[config.mk]
export PLATFORM = sky130hd
export DESIGN_NAME = dma_req_gen
export DESIGN_NICKNAME = d
export VERILOG_FILES = /design/src/rtl/dma_req_pkg.sv /design/src/rtl/dma_dreq_detect.sv /design/src/rtl/dma_byte_counter.sv /design/src/rtl/dma_req_gen.sv
export SDC_FILE = /design/constraint.sdc
export NUM_CORES = 1
export LEC_CHECK = 0
export BUFFER_PORTS_ARGS = -buffer_cell sky130_fd_sc_hd__buf_2
export CORE_AREA = 5 5 61 63
export DETAILED_ROUTE_END_ITERATION = 16
export DIE_AREA = 0 0 66 68
export MAX_ROUTING_LAYER = met4
export PLACE_DENSITY = 0.82
export SLEW_MARGIN = 40
export SYNTH_ARGS = -nofsm -noshare
export SYNTH_HDL_FRONTEND = slang
export SYNTH_HIERARCHICAL = 1
export SYNTH_SLANG_ARGS = --single-unit
[constraint.sdc]
create_clock -name clk_i -period 5.9 [get_ports clk_i]
set_input_delay 0.885 -clock clk_i [delete_from_list [all_inputs] [get_ports clk_i]]
set_output_delay 0.885 -clock clk_i [all_outputs]
set_load 0.02 [all_outputs]
[src/rtl/dma_req_pkg.sv]
package dma_req_pkg;
  typedef enum logic [1:0] {ST_IDLE = 2'd0, ST_WAIT = 2'd1, ST_XFER = 2'd2} chan_state_e;

  localparam logic [1:0] SZ_WORD = 2'b00;
  localparam logic [1:0] SZ_HALF = 2'b01;
  localparam logic [1:0] SZ_BYTE = 2'b10;
  localparam logic [1:0] SZ_RSVD = 2'b11;

  function automatic logic [2:0] size_step(input logic [1:0] code);
    case (code)
      SZ_WORD: size_step = 3'd4;
      SZ_HALF: size_step = 3'd2;
      SZ_BYTE: size_step = 3'd1;
      default: size_step = 3'd0;
    endcase
  endfunction
endpackage

[src/rtl/dma_dreq_detect.sv]
module dma_dreq_detect #(
  parameter int SYNC_STAGES = 2
) (
  input  logic clk_i,
  input  logic rst_ni,
  input  logic dreq_i,
  input  logic active_high_i,
  input  logic level_mode_i,
  input  logic arm_i,
  input  logic consume_i,
  output logic trig_o
);
  localparam int MSB = SYNC_STAGES - 1;

  logic [SYNC_STAGES-1:0] sync_q;
  logic prev_q;
  logic edge_pend_q;
  logic act_now, act_prev, edge_now;

  always_ff @(posedge clk_i or negedge rst_ni) begin
    if (!rst_ni) begin
      sync_q <= '0;
      prev_q <= 1'b0;
    end else begin
      sync_q <= {sync_q[MSB-1:0], dreq_i};
      prev_q <= sync_q[MSB];
    end
  end

  // polarity applied to both samples, so a polarity change makes no edge
  assign act_now  = active_high_i ? sync_q[MSB] : ~sync_q[MSB];
  assign act_prev = active_high_i ? prev_q : ~prev_q;
  assign edge_now = act_now & ~act_prev;

  always_ff @(posedge clk_i or negedge rst_ni) begin
    if (!rst_ni)                      edge_pend_q <= 1'b0;
    else if (!arm_i || level_mode_i)  edge_pend_q <= 1'b0;
    else if (consume_i)               edge_pend_q <= 1'b0;
    else if (edge_now)                edge_pend_q <= 1'b1;
  end

  assign trig_o = level_mode_i ? act_now : (edge_pend_q | edge_now);

  p_no_pend_unarmed_r5: assert property (@(posedge clk_i) disable iff (!rst_ni)
    !arm_i |=> !edge_pend_q);
endmodule

[src/rtl/dma_byte_counter.sv]
module dma_byte_counter #(
  parameter int CNT_W = 16
) (
  input  logic             clk_i,
  input  logic             rst_ni,
  input  logic             load_i,
  input  logic [CNT_W-1:0] load_val_i,
  input  logic             dec_i,
  input  logic [2:0]       step_i,
  output logic [CNT_W-1:0] cnt_o,
  output logic             last_o
);
  logic [CNT_W-1:0] cnt_q;
  logic [CNT_W-1:0] step_ext;

  assign step_ext = CNT_W'(step_i);
  assign last_o   = (cnt_q <= step_ext);

  always_ff @(posedge clk_i or negedge rst_ni) begin
    if (!rst_ni)      cnt_q <= '0;
    else if (load_i)  cnt_q <= load_val_i;
    else if (dec_i)   cnt_q <= last_o ? '0 : cnt_q - step_ext;
  end

  assign cnt_o = cnt_q;

  p_no_underflow_r3: assert property (@(posedge clk_i) disable iff (!rst_ni)
    (dec_i && !load_i) |=> (cnt_o <= $past(cnt_o)));
  p_hold_idle_r10: assert property (@(posedge clk_i) disable iff (!rst_ni)
    (!dec_i && !load_i) |=> $stable(cnt_o));
endmodule

[src/rtl/dma_req_gen.sv]
module dma_req_gen
  import dma_req_pkg::*;
#(
  parameter int CNT_W       = 16,
  parameter int SYNC_STAGES = 2
) (
  input  logic             clk_i,
  input  logic             rst_ni,
  input  logic             start_i,
  input  logic             stop_i,
  input  logic             ext_sel_i,
  input  logic             level_mode_i,
  input  logic             active_high_i,
  input  logic [1:0]       size_i,
  input  logic [CNT_W-1:0] len_i,
  input  logic             dreq_i,
  input  logic             grant_i,
  input  logic             unit_done_i,
  output logic             req_o,
  output logic [1:0]       size_o,
  output logic [CNT_W-1:0] remaining_o,
  output logic             done_o
);
  chan_state_e state_q, state_d;
  logic        ext_q;
  logic [1:0]  size_q;
  logic        stop_pend_q;
  logic        done_q;
  logic        start_ok, unit_fin, trig, last, consume, arm;

  assign start_ok = start_i && (size_i != SZ_RSVD) && (len_i != '0);
  assign unit_fin = (state_q == ST_XFER) && grant_i && unit_done_i;
  assign arm      = (state_q != ST_IDLE);
  assign consume  = (state_q == ST_WAIT) && trig && !stop_i;

  dma_dreq_detect #(.SYNC_STAGES(SYNC_STAGES)) i_detect (
    .clk_i        (clk_i),
    .rst_ni       (rst_ni),
    .dreq_i       (dreq_i),
    .active_high_i(active_high_i),
    .level_mode_i (level_mode_i),
    .arm_i        (arm),
    .consume_i    (consume),
    .trig_o       (trig)
  );

  dma_byte_counter #(.CNT_W(CNT_W)) i_counter (
    .clk_i     (clk_i),
    .rst_ni    (rst_ni),
    .load_i    ((state_q == ST_IDLE) && start_ok),
    .load_val_i(len_i),
    .dec_i     (unit_fin),
    .step_i    (size_step(size_q)),
    .cnt_o     (remaining_o),
    .last_o    (last)
  );

  always_comb begin
    state_d = state_q;
    unique case (state_q)
      ST_IDLE: if (start_ok) state_d = ext_sel_i ? ST_WAIT : ST_XFER;
      ST_WAIT: begin
        if (stop_i)    state_d = ST_IDLE;
        else if (trig) state_d = ST_XFER;
      end
      ST_XFER: begin
        if (unit_fin) begin
          if (last || stop_pend_q || stop_i) state_d = ST_IDLE;
          else                               state_d = ext_q ? ST_WAIT : ST_XFER;
        end
      end
      default: state_d = ST_IDLE;
    endcase
  end

  always_ff @(posedge clk_i or negedge rst_ni) begin
    if (!rst_ni) begin
      state_q     <= ST_IDLE;
      ext_q       <= 1'b0;
      size_q      <= SZ_WORD;
      stop_pend_q <= 1'b0;
      done_q      <= 1'b0;
    end else begin
      state_q <= state_d;
      done_q  <= unit_fin && last;
      if (state_q == ST_IDLE && start_ok) begin
        ext_q  <= ext_sel_i;
        size_q <= size_i;
      end
      // stop during a unit is deferred to the unit boundary
      if (state_d == ST_IDLE)                          stop_pend_q <= 1'b0;
      else if (state_q == ST_XFER && stop_i)           stop_pend_q <= 1'b1;
    end
  end

  assign req_o  = (state_q == ST_XFER);
  assign size_o = size_q;
  assign done_o = done_q;

  p_req_hold_r10: assert property (@(posedge clk_i) disable iff (!rst_ni)
    (req_o && !(grant_i && unit_done_i)) |=> req_o);
  p_done_pulse_r4: assert property (@(posedge clk_i) disable iff (!rst_ni)
    done_o |=> !done_o);
  p_done_idle_r4: assert property (@(posedge clk_i) disable iff (!rst_ni)
    done_o |-> (!req_o && remaining_o == '0));
  p_reserved_r3: assert property (@(posedge clk_i) disable iff (!rst_ni)
    (state_q == ST_IDLE && start_i && size_i == SZ_RSVD) |=> !req_o);
  p_wait_stop_r9: assert property (@(posedge clk_i) disable iff (!rst_ni)
    (state_q == ST_WAIT && stop_i) |=> !req_o);
  p_idle_stays_r4: assert property (@(posedge clk_i) disable iff (!rst_ni)
    (state_q == ST_IDLE && !start_i) |=> !req_o);
endmodule

==> results.sh <==
export IMPL_worstHoldPathCells=0
export IMPL_post_route_cells_drive_above_1_share_pct=28.19
export IMPL_globalRouteOverflowTotal=0
export IMPL_postSynthNetCount=213
export IMPL_design_core_area_um2=3179
export IMPL_antenna_found_initial=0
export IMPL_synth_warning_count=6
export IMPL_post_synth_num_cell_types=51
export IMPL_initial_utilization_pct=51.36
export IMPL_crit_top_cell="nor2b_1"
export IMPL_area_growth_synth_to_final_pct=18.39
export IMPL_start_kind="flip-flop"
export IMPL_synth_edff_count=0
export IMPL_timing_clock_skew_ns=0.005014
export IMPL_slew_violations=0
export IMPL_flop2flop_setup_slack_ns=3.02
export IMPL_die_area_um2=4488
export IMPL_synth_async_sr_flop_share_pct=100.0
export IMPL_timing_fmax_ghz=0.3472
export IMPL_die_width_um=66
export IMPL_cts_htree_levels=1
export IMPL_critical_path_max_stage_delay_ns=0.56
export IMPL_final_setup_viol_count=0
export IMPL_critPathMaxFanout=14
export IMPL_critical_path_arrival_ns=3.13
export IMPL_cts_sinks=27
export IMPL_routed_via_count=1596
export IMPL_netlist_area_um2=1633
export IMPL_static_leakage_power_nw=0.8374
export IMPL_clk_pin_slew_worst_paths_ns=0.15
export IMPL_dr_first_iter_drc_count=88
export IMPL_fp_dieH_um=68
export IMPL_io_buffers=47
export IMPL_drc=0
export IMPL_grt_pass1_wl_mm=6.775
export IMPL_grt_start_max_net_pins=28
export IMPL_postCtsResizedCells=0
export IMPL_endpoint_kind="flip-flop"
export IMPL_syn_mean_instance_area_um2=9.021
export IMPL_max_clock_path_buffers=2
export IMPL_layout_commonest_cell="buf_2"
export IMPL_ys_flop_type="dfrtp_1"
export IMPL_worstSkewPairLatency_ns=0.32
export IMPL_boundaryPins=48
export IMPL_hold_path_class="reg -> reg"
export IMPL_first_pass_iters=4
export IMPL_tritoncts_buffers=3
export IMPL_synth_cells=181
export IMPL_fin_tns_setup_ns=0
export IMPL_postCtsHoldBufs=0
export IMPL_status="complete, no violations"
export IMPL_detail_route_wl_per_cell_um=15.13
export IMPL_half_perimeter_wire_length_after_detailed_placement_mm=3.120
export IMPL_grt_total_usage_pct=19.86
export IMPL_cp_required_ns=6.15
export IMPL_post_cts_setup_buffer_count=0
export IMPL_power_ir_vdd_worst_uv=211.5
export IMPL_root_buffer="clkbuf_4"
export IMPL_grt_pass1_vias=1524
export IMPL_finalHoldViolCount=0
export IMPL_final_min_clock_period_ns=2.880
export IMPL_worst_r2r_path_depth=9
export IMPL_fill_cell_instance_count_of_the_final_layout=284
export IMPL_rsz_0062_raised_after_global_routing="no"
export IMPL_final_net_count=260
export IMPL_min_delay_worst_endpoint="i_detect/sync_q[1]"
export IMPL_multiInputGateArea_um2=888.4
export IMPL_power_density_nw_per_um2=459.9
export IMPL_yosys_register_bits=27
export IMPL_max_cap_violations=0
export IMPL_layout_common_cells="47 x buf_2, 27 x dfrtp_1, 14 x nand2_1, 14 x nor2_1"
export IMPL_num_antenna_cells=0
export IMPL_timing_setup_critical_path_class="reg -> reg"
export IMPL_regArea_um2=675.6
export IMPL_crit_path_cell_trace="nor2b_1 -> ha_1 -> fa_1 -> nor2b_1 -> o21ai_0 -> nand3_1 -> inv_1 -> or4b_1 -> a31oi_1"
export IMPL_critical_path_reg2reg_startpoint="size_o[1]"
export IMPL_num_rows=21
export IMPL_synth_seq_area_share_pct=41.38
export IMPL_slew_headroom_pct=59.90
export IMPL_critical_path_slowest_cell="or4b_1"
export IMPL_layout_worst_path_cycle_share_pct=48.81
export IMPL_post_drt_antenna_nets=0
export IMPL_globalplace_congestion=0.8550
export IMPL_post_drt_via_cell_ratio=5.846
export IMPL_drt_total_wl_mm=4.131
export IMPL_capturing_point_of_the_worst_reg2reg_path="i_counter/cnt_o[15]"
export IMPL_post_layout_total_power_w=0.0008891
export IMPL_timing_worst_slew_pin_value_ns=0.6014
export IMPL_cts_tree="built"
export IMPL_hold_path_startpoint="i_detect/sync_q[0]"
[metal layers]
layer	track usage, %	vias up	part of all wire (%)
li1	-	764	-
met1	26.65	757	45
met2	31.91	73	47
met3	2.791	2	7.8
met4	5.076	0	0.46
met5	-	-	0
[cells by family (layout without fill, tap and decap cells)]
| logic type | Yosys count | in the layout | share of synthesized area [%] |
|---|---|---|---|
| buffers and inverters | 18 | 64 | 4.214 |
| DFF | 27 | 27 | 41.38 |
| adders and majority gates | 4 | 4 | 3.525 |
| muxes | 3 | 3 | 2.069 |
| and+or+nand+nor | 79 | 79 | 28.51 |
| xor gates and xnor gates | 1 | 1 | 0.5365 |
| AOI/OAI and AO/OA | 49 | 49 | 19.77 |
[worst max-delay path by stage]
stage                     cells past startpoint                   to  startpoint
after floorplan                              10  i_counter/cnt_o[10]   size_o[1]
after global placement                        7   i_counter/cnt_o[5]    len_i[1]
after detailed placement                      7   i_counter/cnt_o[5]    len_i[1]
after CTS                                     9  i_counter/cnt_o[15]   size_o[1]
after global routing                         11           state_q[1]   size_o[1]
final                                         9  i_counter/cnt_o[15]   size_o[1]
[state kept, by name (all words and copies together), names as in the netlist]
name,cells
i_detect/prev_q,1
ext_q,1
i_counter/cnt_o,16
stop_pend_q,1
size_o,2
state_q,2
i_detect/edge_pend_q,1
i_detect/sync_q,2
done_o,1
[worst max-delay path: cells and delay by family (launching register included)]
kind	cells	cell delay, ns
AOI/OAI and AO/OA	2	0.33
adders and majority gates	2	0.61
buffers and inverters	1	0.28
DFF	1	0.45
and+or+nand+nor	4	1.15
[Yosys cell counts, types with 3 or more instances]
cell type | number | area (µm²)
dfrtp_1 | 27 | 675.7
nand2_1 | 14 | 52.55
nor2_1 | 14 | 52.55
inv_1 | 12 | 45.04
o21ai_0 | 12 | 60.06
a21oi_1 | 9 | 45.04
a31oi_1 | 8 | 50.05
nor3_1 | 6 | 30.03
nor4_1 | 6 | 37.54
or4_1 | 5 | 37.54
clkbuf_1 | 4 | 15.01
nor2b_1 | 4 | 25.02
or3_1 | 4 | 25.02
a2bb2oi_1 | 3 | 26.28
ha_1 | 3 | 37.54
mux2_1 | 3 | 33.78
nand3_1 | 3 | 15.01
nand3b_1 | 3 | 22.52
[layout make-up]
type / count / share of cell area, %
inverters: 13 / 2.524
well taps: 46 / 2.977
multi-input cells: 136 / 45.95
repair buffers: 47 / 12.17
clock buffers: 3 / 1.165
flip-flops and latches: 27 / 34.95
clock inverters: 1 / 0.2589
[stage by stage]
stage | util [%] | worst slack [ns] | std cells | hold slack, ns | area [µm²]
detailed placement | 59.94 | 2.984 | 269 | 0.3443 | 1906
CTS | 60.80 | 3.063 | 273 | 0.3774 | 1933
finish | 60.80 | 3.020 | 273 | 0.3733 | 1933
global placement | 59.94 | 2.967 | 269 | 0.3495 | 1906
floorplan | - | 3.312 | 181 | 0.3312 | 1633
global route | 60.80 | 2.809 | 273 | 0.3945 | 1933
[where the power goes]
| part | internal [W] | switching (W) |
|---|---|---|
| registers | 0.000256 | 0.0000755 |
| clock network | 0.0000254 | 0.0000550 |
| logic | 0.000185 | 0.000292 |
(Power assumes the default switching activity.)
